$ cat src/rtl/owire_search_ctrl.sv
module owire_search_ctrl #(
  parameter int ID_W = 64,
  parameter int CMD_W = 8,
  parameter logic [CMD_W-1:0] SEARCH_CMD = 8'hF0
) (
  input  logic            clk,
  input  logic            rst_n,
  input  logic            start,
  input  logic            fresh,
  output logic            slot_req,
  output logic [1:0]      slot_op,
  input  logic            slot_ack,
  input  logic            slot_rdbit,
  output logic            busy,
  output logic            done,
  output logic            no_device,
  output logic            last_device,
  output logic [ID_W-1:0] rom_id
);

  localparam int BW = $clog2(ID_W);
  localparam int IW = BW + 1;
  localparam logic [1:0] OP_RST = 2'd0, OP_W0 = 2'd1, OP_W1 = 2'd2, OP_RD = 2'd3;

  typedef enum logic [2:0] {S_IDLE, S_RST, S_CMD, S_RDA, S_RDB, S_WR} st_t;

  st_t              state;
  logic [CMD_W-1:0] cmd_sr;
  logic [$clog2(CMD_W)-1:0] cmd_cnt;
  logic [BW-1:0]    idx;
  logic [IW-1:0]    last_zero, pass_zero;
  logic [ID_W-1:0]  id_q;
  logic             bit_a, req_q, done_q, nodev_q, lastdev_q;
  logic [1:0]       op_q;

  logic [IW-1:0] idx1;
  logic          conf_dir, pick;
  logic [1:0]    pair;

  assign idx1     = IW'(idx) + IW'(1);
  assign conf_dir = (idx1 < last_zero) ? id_q[idx] : (idx1 == last_zero);
  assign pair     = {bit_a, slot_rdbit};
  assign pick     = (pair == 2'b10) ? 1'b1 : (pair == 2'b01) ? 1'b0 : conf_dir;

  assign slot_req    = req_q;
  assign slot_op     = op_q;
  assign busy        = (state != S_IDLE);
  assign done        = done_q;
  assign no_device   = nodev_q;
  assign last_device = lastdev_q;
  assign rom_id      = id_q;

  always_ff @(posedge clk or negedge rst_n) begin
    if (!rst_n) begin
      state     <= S_IDLE;
      cmd_sr    <= '0;
      cmd_cnt   <= '0;
      idx       <= '0;
      last_zero <= '0;
      pass_zero <= '0;
      id_q      <= '0;
      bit_a     <= 1'b0;
      req_q     <= 1'b0;
      op_q      <= OP_RST;
      done_q    <= 1'b0;
      nodev_q   <= 1'b0;
      lastdev_q <= 1'b0;
    end else begin
      done_q <= 1'b0;
      case (state)
        S_IDLE: if (start) begin
          state     <= S_RST;
          req_q     <= 1'b1;
          op_q      <= OP_RST;
          nodev_q   <= 1'b0;
          lastdev_q <= 1'b0;
          pass_zero <= '0;
          idx       <= '0;
          if (fresh) last_zero <= '0;
        end
        S_RST: if (slot_ack) begin
          if (!slot_rdbit) begin
            state     <= S_IDLE;
            req_q     <= 1'b0;
            done_q    <= 1'b1;
            nodev_q   <= 1'b1;
            last_zero <= '0;
            id_q      <= '0;
          end else begin
            state   <= S_CMD;
            op_q    <= SEARCH_CMD[0] ? OP_W1 : OP_W0;
            cmd_sr  <= SEARCH_CMD >> 1;
            cmd_cnt <= '0;
          end
        end
        S_CMD: if (slot_ack) begin
          if (cmd_cnt == ($clog2(CMD_W))'(CMD_W - 1)) begin
            state <= S_RDA;
            op_q  <= OP_RD;
          end else begin
            cmd_cnt <= cmd_cnt + 1'b1;
            op_q    <= cmd_sr[0] ? OP_W1 : OP_W0;
            cmd_sr  <= cmd_sr >> 1;
          end
        end
        S_RDA: if (slot_ack) begin
          bit_a <= slot_rdbit;
          state <= S_RDB;
        end
        S_RDB: if (slot_ack) begin
          if (pair == 2'b11) begin
            state     <= S_IDLE;
            req_q     <= 1'b0;
            done_q    <= 1'b1;
            nodev_q   <= 1'b1;
            last_zero <= '0;
            id_q      <= '0;
          end else begin
            id_q[idx] <= pick;
            if (pair == 2'b00 && !pick) pass_zero <= idx1;
            op_q  <= pick ? OP_W1 : OP_W0;
            state <= S_WR;
          end
        end
        S_WR: if (slot_ack) begin
          if (idx == BW'(ID_W - 1)) begin
            state     <= S_IDLE;
            req_q     <= 1'b0;
            done_q    <= 1'b1;
            last_zero <= pass_zero;
            lastdev_q <= (pass_zero == '0);
          end else begin
            idx   <= idx + 1'b1;
            op_q  <= OP_RD;
            state <= S_RDA;
          end
        end
        default: state <= S_IDLE;
      endcase
    end
  end

  AST_REQ_HOLD: assert property (@(posedge clk) disable iff (!rst_n)
    (slot_req && !slot_ack) |=> (slot_req && $stable(slot_op)));
  AST_START_RESET: assert property (@(posedge clk) disable iff (!rst_n)
    (start && !busy) |=> (slot_req && slot_op == OP_RST));
  AST_WRITE_AFTER_PAIR: assert property (@(posedge clk) disable iff (!rst_n)
    (state == S_RDB && slot_ack && !(bit_a && slot_rdbit)) |=> (slot_op == OP_W0 || slot_op == OP_W1));
  AST_NODEV_AT_DONE: assert property (@(posedge clk) disable iff (!rst_n)
    $rose(no_device) |-> done);
  AST_LASTDEV_AT_DONE: assert property (@(posedge clk) disable iff (!rst_n)
    $rose(last_device) |-> done);
  AST_DONE_PULSE: assert property (@(posedge clk) disable iff (!rst_n)
    done |=> !done);
  AST_IDLE_QUIET: assert property (@(posedge clk) disable iff (!rst_n)
    !busy |-> !slot_req);

endmodule

$ cat config.mk
export PLATFORM = sky130hd
export DESIGN_NAME = owire_search_ctrl
export DESIGN_NICKNAME = d
export VERILOG_FILES = /design/src/rtl/owire_search_ctrl.sv
export SDC_FILE = /design/constraint.sdc
export NUM_CORES = 1
export LEC_CHECK = 0
export ABC_AREA = 1
export BUFFER_PORTS_ARGS = -buffer_cell sky130_fd_sc_hd__buf_4
export CAP_MARGIN = 20
export CORE_UTILIZATION = 35
export CTS_BUF_LIST = sky130_fd_sc_hd__clkbuf_16
export DETAILED_ROUTE_END_ITERATION = 10
export PLACE_DENSITY = 0.51
export SYNTH_ARGS = -nofsm -noshare
export SYNTH_HDL_FRONTEND = slang
export SYNTH_SLANG_ARGS = --single-unit
$ cat constraint.sdc
create_clock -name clk -period 3.4 [get_ports clk]
set_input_delay 0.68 -clock clk [delete_from_list [all_inputs] [get_ports clk]]
set_output_delay 0.68 -clock clk [all_outputs]
set_load 0.05 [all_outputs]
==> out/qor.csv, run 1 <==
metric,value,unit
outcome,"finished, final reports clean",
worst-r2r-cell-count,18,
grt_pass1_vias,5376,
synth_top_area_frac,0.421,
start_util,0.358,
syn_inst,863,
tritoncts,yes,
synthArstFlopShare,1.00,
r2r_start,idx[3],
worstPathArrival,3.31,ns
synth_area_leaders,"dfrtp_1 (42%), nand2_1 (16%), nand3_1 (9.2%), nor2_1 (6.4%), o21ai_0 (4.4%)",
drive_gt1_frac,0.149,
vias,5861,
cp_num_buf_inv,6,
startpoint,idx[3],
synth_fp_nets,879,
htree_num_levels,3,
clock_latency,0.36,ns
seq_power_share,0.346,
die_area,18200,sq um
synth-simple-area-share,0.358,
cts_resized,0,
clock_skew,0.0133,ns
viasPerCell,5.07,
synth-edff-count,0,
clockPowerShare,0.252,
gp_congestion,0.850,
grt_remaining_overflow,0,
avgSynthCellArea,7.15,sq um
cp.depth,18,
synth_area,6170,sq um
drt_iter0_drc,365,
nFillCells,1802,
final-max-slew-violation-count,0,
rsz0062_at_grt,no,
ant_nets,0,
io_buffers,76,
synth_most_common_cell,nand2_1,
critical_path_class,flop to flop,
setup_viol,0,
area_delta_synth_final,15.8,%
hold_viol_final,0,
pin_count,77,
cts-hold-fix-buffers,0,
fin_cells,1155,
yosys-top-cells-count,"nand2_1 (268), nand3_1 (113), nor2_1 (105), dfrtp_1 (104), inv_1 (62)",
peakVddDrop,0.311,mV
ys_seq_area_frac,0.421,
internal_power,2.32,mW
place_inst,1139,
use_met2,0.327,
synthFlopType,dfrtp_1,
synth-compound-area-share,0.113,
diodes,0,
max_cap_violations,0,
cp-end-kind,flop,
cts-root-buf,clkbuf_16,
critPathTopFamily,simple AND/OR/NAND/NOR gates,
dieHeight,135,um
post_drt_wl_per_cell,16.4,um
die_w,135,um
hold_path_class,input port to asynchronous set/reset pin,
regToRegSetupSlack,0.39,ns
fin_area,7150,sq um
p_leak,3.54,nW
path_cells,inv_1 > nor2_1 > inv_1 > nor2_1 > inv_1 > nand2_1 > inv_1 > ha_1 > nand2_1 > or2_2 > nand3_1 > inv_1 > nand2_1 > nand2_2 > nand2_4 > buf_4 > nand3_1 > nand2_1,
start_kind,flop,
antenna_found_initial,0,
dpl-instance-area,6870,sq um
p_switching,1.75,mW
drc,0,
crit_slowest_cell,dfrtp_1,
max_freq,332,MHz
nets,941,
cp.required,3.69,ns
grt_start_max_net_pins,66,
min_period_over_period,0.886,
power_frac_comb,0.402,
synth_top_family_by_area,simple AND/OR/NAND/NOR gates,
ys_ff_latch,104,
drt_wl_total,18900,um
path_clk_slew,0.07,ns
yosys.area.top_type,dfrtp_1,
place_hpwl,12700,um
tns,0,ns
grt_busiest_layer,met2,
synth_fa_ha_area_frac,0.0203,
grt_pass1_wl,30300,um
synth.area.mux_share,0.00182,
cts_buffer_depth,2,
yosysWarnings,0,
worstPathMaxFanout,32,
rows,48,
dr.pass1.iters,5,
grt_usage,0.217,
synthDistinctLibCells,35,
hold_slack,0.313,ns
numCtsBuffers,9,
p_sw_frac,0.430,
synth_xor_area_frac,0.00142,
cp_slowest_stage_delay,0.49,ns
core-area,17200,sq um
postCtsSetupRepairBufs,0,
cts_sinks,104,
relSlewSlack,0.549,
use_met3,0.0236,
p_per_area,569,nW/um^2
grtUsageMet1,0.324,
fin_crit,3.01,ns
cp_common_cell,inv_1,
tightest_slew,0.677,ns
[placed cells by master, fill, tap and decap left out, types with 2 or more instances in the layout]
cell         n
nor2_4       8
nor2_1     105
clkbuf_16    9
o22ai_1     10
ha_1        10
nand2_2      6
nand2_4      3
nor2_2       4
nor3_1       4
a21oi_1     12
a22o_1       2
a22oi_1      3
buf_4       88
clkinv_1     2
inv_2        8
nand4_1      2
nand3_1    113
o21ai_0     54
inv_1       64
dfrtp_1    104
clkinv_2     2
nor4_1       2
o21ai_1     32
nand2_1    268
o21ai_2      3
[per-stage QoR]
stage / setup slack [ns] / total power, mW / utilization
finish: 0.389 / 4.07 / 0.415
global route: 0.111 / 4.33 / 0.415
CTS: 0.387 / 4.10 / 0.415
detailed placement: 0.417 / 3.08 / 0.399
global placement: 0.460 / 3.08 / 0.399
floorplan: 0.815 / 2.76 / -
[flip-flops by register name (all words and copies together) (netlist names)]
signal and flops:
pass_zero 7, slot_op 2, slot_req 1, cmd_sr 7
rom_id 64, cmd_cnt 3, done 1, last_device 1
bit_a 1, last_zero 7, state 3, idx 6
no_device 1
[area by class of cell]
| cell class | instances | area, sq um | share of cell area |
|---|---|---|---|
| tap | 225 | 282 | 0.0394 |
| timing repair buffer | 88 | 661 | 0.0924 |
| clock buffer | 9 | 225 | 0.0315 |
| multi-input combinational | 652 | 3070 | 0.429 |
| inverter | 70 | 263 | 0.0367 |
| clock inverter | 7 | 55.1 | 0.00770 |
| sequential | 104 | 2600 | 0.364 |
[routing by layer]
layer	routed length, um	vias to the layer above
met5	0	-
met4	224	0
met3	730	13
met2	8450	129
met1	9490	2791
li1	-	2928
[power by group through the flow]
| stage | clock network, mW | registers (mW) | logic [mW] |
|---|---|---|---|
| CTS | 1.05 | 1.41 | 1.64 |
| global route | 1.10 | 1.42 | 1.81 |
| detailed placement | 0 | 1.43 | 1.65 |
| global placement | 0 | 1.43 | 1.64 |
| finish | 1.03 | 1.41 | 1.64 |
| floorplan | 0 | 1.56 | 1.21 |
[worst register-to-register path, delay by kind of cell, from the launching register on]
kind	cells	cell delay, ns
flops	1	0.49
simple gates	11	1.36
fa+ha+maj	1	0.26
buf+inv	6	0.86
[final timing paths]
check / endpoint
max: rom_id[0]
min: rom_id[42]
max reg2reg: rom_id[0]
min reg2reg: slot_req
max in group asynchronous: last_zero[1]
min in group clk: slot_req
[cell families after synthesis]
kind of cell | after synthesis
and+or+nand+nor | 517
adders and majority gates | 10
muxes | 1
xor gates and xnor gates | 1
buffers and inverters | 107
DFF | 104
AOI/OAI and AO/OA | 123
No activity file was read; power rests on OpenSTA's default activity.
==> run 2, diff against run 1 <==
Settings changed: CELL_PAD_IN_SITES_DETAIL_PLACEMENT from default to 1, CELL_PAD_IN_SITES_GLOBAL_PLACEMENT from default to 1, PLACE_DENSITY 0.51 to 0.66.
==> run 2 against run 1 <==
  * Design area increased by 0.73%
  * Core utilization is 0.30 points higher
  * Clock power about the same
  * Sequential share of layout area shrank 0.25 points
  * Die area did not move
  * Clock skew fell by 0.0046 ns
  * Register-to-register slack worse by 0.06 ns
  * Global-route usage grew 3.0 points
  * Non-clock buffer count shrank 1
  * Largest cell class unchanged
  * Largest power group unchanged
==> out/qor.csv, run 2 (same netlist as run 1, synthesis figures left out) <==
metric,value,unit,change
outcome,"finished, final reports clean",,
core-area,17200,sq um,unchanged
seq_power_share,0.331,,-0.015
cts_resized,0,,unchanged
largest_reg_flops,64,,unchanged
tns,0,ns,unchanged
io_buffers,76,,unchanged
clockPowerShare,0.250,,-0.002
fin_crit,3.08,ns,+0.0649 ns
worstPathMaxFanout,16,,-50%
r2r_start,idx[3],,
cp.required,3.69,ns,about the same
postCtsSetupRepairBufs,0,,unchanged
final-max-slew-violation-count,0,,unchanged
cts-hold-fix-buffers,0,,unchanged
start_kind,flop,,
ant_nets,0,,unchanged
diodes,0,,unchanged
p_sw_frac,0.447,,+0.0167
fin_cells,1155,,unchanged
p_switching,1.90,mW,+8.7%
post_drt_wl_per_cell,18.8,um,+15%
max_freq,325,MHz,-2.1%
tritoncts,yes,,
regToRegSetupSlack,0.32,ns,-0.06 ns
setup_viol,0,,unchanged
final_cell_mix,"nand2_1 (268), nand3_1 (113), nor2_1 (105)",,
relSlewSlack,0.432,,-0.117
cts_sinks,104,,unchanged
power.total,4.26,mW,+4.6%
drt_iter0_drc,242,,-34%
internal_power,2.36,mW,+1.5%
critical_path_class,flop to flop,,
numCtsBuffers,9,,unchanged
grt_pass1_wl,34500,um,+14%
hold_viol_final,0,,unchanged
path_clk_slew,0.08,ns,about the same
power_frac_comb,0.419,,+0.017
tightest_slew,0.852,ns,+0.175 ns
vias,6159,,+5.1%
place_hpwl,14600,um,+15%
drt_wl_total,21700,um,+15%
drive_gt1_frac,0.149,,unchanged
clock_latency,0.36,ns,about the same
die_w,135,um,unchanged
area_delta_synth_final,16.7,%,
peakVddDrop,0.326,mV,+4.9%
layout_setup_ws,0.324,ns,-0.0649 ns
min_period_over_period,0.905,,+0.0191
cts_buffer_depth,2,,unchanged
max_cap_violations,0,,unchanged
cp-end-kind,flop,,
rsz0062_at_grt,no,,
antenna_found_initial,0,,unchanged
htree_num_levels,3,,unchanged
p_leak,3.55,nW,+0.26%
grt_usage,0.247,,+0.0298
p_per_area,591,nW/um^2,+3.8%
nFillCells,2166,,+20%
pin_count,77,,unchanged
clock_skew,0.00868,ns,-0.00463 ns
viasPerCell,5.33,,+5.1%
dpl_worst_slack,0.180,ns,-0.237 ns
gp_congestion,0.831,,-2.2%
start_util,0.358,,unchanged
hold_path_class,input port to asynchronous set/reset pin,,
rows,48,,unchanged
nets,941,,unchanged
grt_remaining_overflow,0,,unchanged
drc,0,,unchanged
place_inst,1138,,-0.088%
grt_start_max_net_pins,64,,-3.0%
die_area,18200,sq um,unchanged
cts-root-buf,clkbuf_16,,
grt_pass1_vias,6339,,+18%
dieHeight,135,um,unchanged
worstPathArrival,3.37,ns,+0.06 ns
worst-r2r-cell-count,18,,unchanged
final_common_cell,nand2_1,,
dr.pass1.iters,5,,unchanged
r2r_end,rom_id[0],,
[run 2: worst max path at each step]
stage	from	to	depth (start not counted)
2_1_floorplan	idx[0]	pass_zero[0]	20
3_3_place_gp	idx[3]	rom_id[37]	18
3_5_place_dp	idx[3]	rom_id[0]	18
4_1_cts	idx[3]	rom_id[0]	18
5_1_grt	idx[4]	rom_id[10]	18
6_report	idx[3]	rom_id[0]	18
[run 2: layer usage]
metal,vias up,track usage,routed length (um)
li1,2922,-,-
met1,3120,0.336,10200
met2,99,0.408,10500
met3,18,0.0293,596
met4,0,0.0780,380
met5,-,0,0
[run 2: per-stage QoR]
step	hold slack (ns)	util	area (sq um)
finish	0.434	0.418	7210
global route	0.509	0.418	7210
CTS	0.467	0.417	7180
detailed placement	0.469	0.400	6900
global placement	0.458	0.400	6900
floorplan	0.384	-	6170
[run 2: worst max-delay path, stage by stage, from the launching register on]
cell	delay, ns
dfrtp_2	0.44
inv_1	0.14
nor2_1	0.19
inv_1	0.17
nor2_1	0.15
inv_1	0.08
nand2_1	0.14
inv_1	0.06
ha_1	0.26
nand2_1	0.07
or2_2	0.30
nand3_1	0.11
inv_1	0.05
nand2_1	0.07
nand2_2	0.15
nand2_8	0.21
buf_4	0.21
nand3_1	0.09
nand2_1	0.10
[run 2: power groups by stage]
stage | Clock (mW) | Sequential (mW) | Combinational (mW)
global placement | 0 | 1.43 | 1.69
CTS | 1.08 | 1.41 | 1.75
detailed placement | 0 | 1.43 | 1.74
global route | 1.11 | 1.42 | 1.95
finish | 1.06 | 1.41 | 1.79
floorplan | 0 | 1.56 | 1.21
[run 2: cell type report]
type / count / area (sq um) / share of cell area
multi-input cells: 653 / 3090 / 0.428
flip-flops and latches: 104 / 2600 / 0.361
repair buffers: 87 / 691 / 0.0958
well taps: 225 / 282 / 0.0391
inverters: 70 / 263 / 0.0365
clock buffers: 9 / 225 / 0.0313
clock inverters: 7 / 56.3 / 0.00781
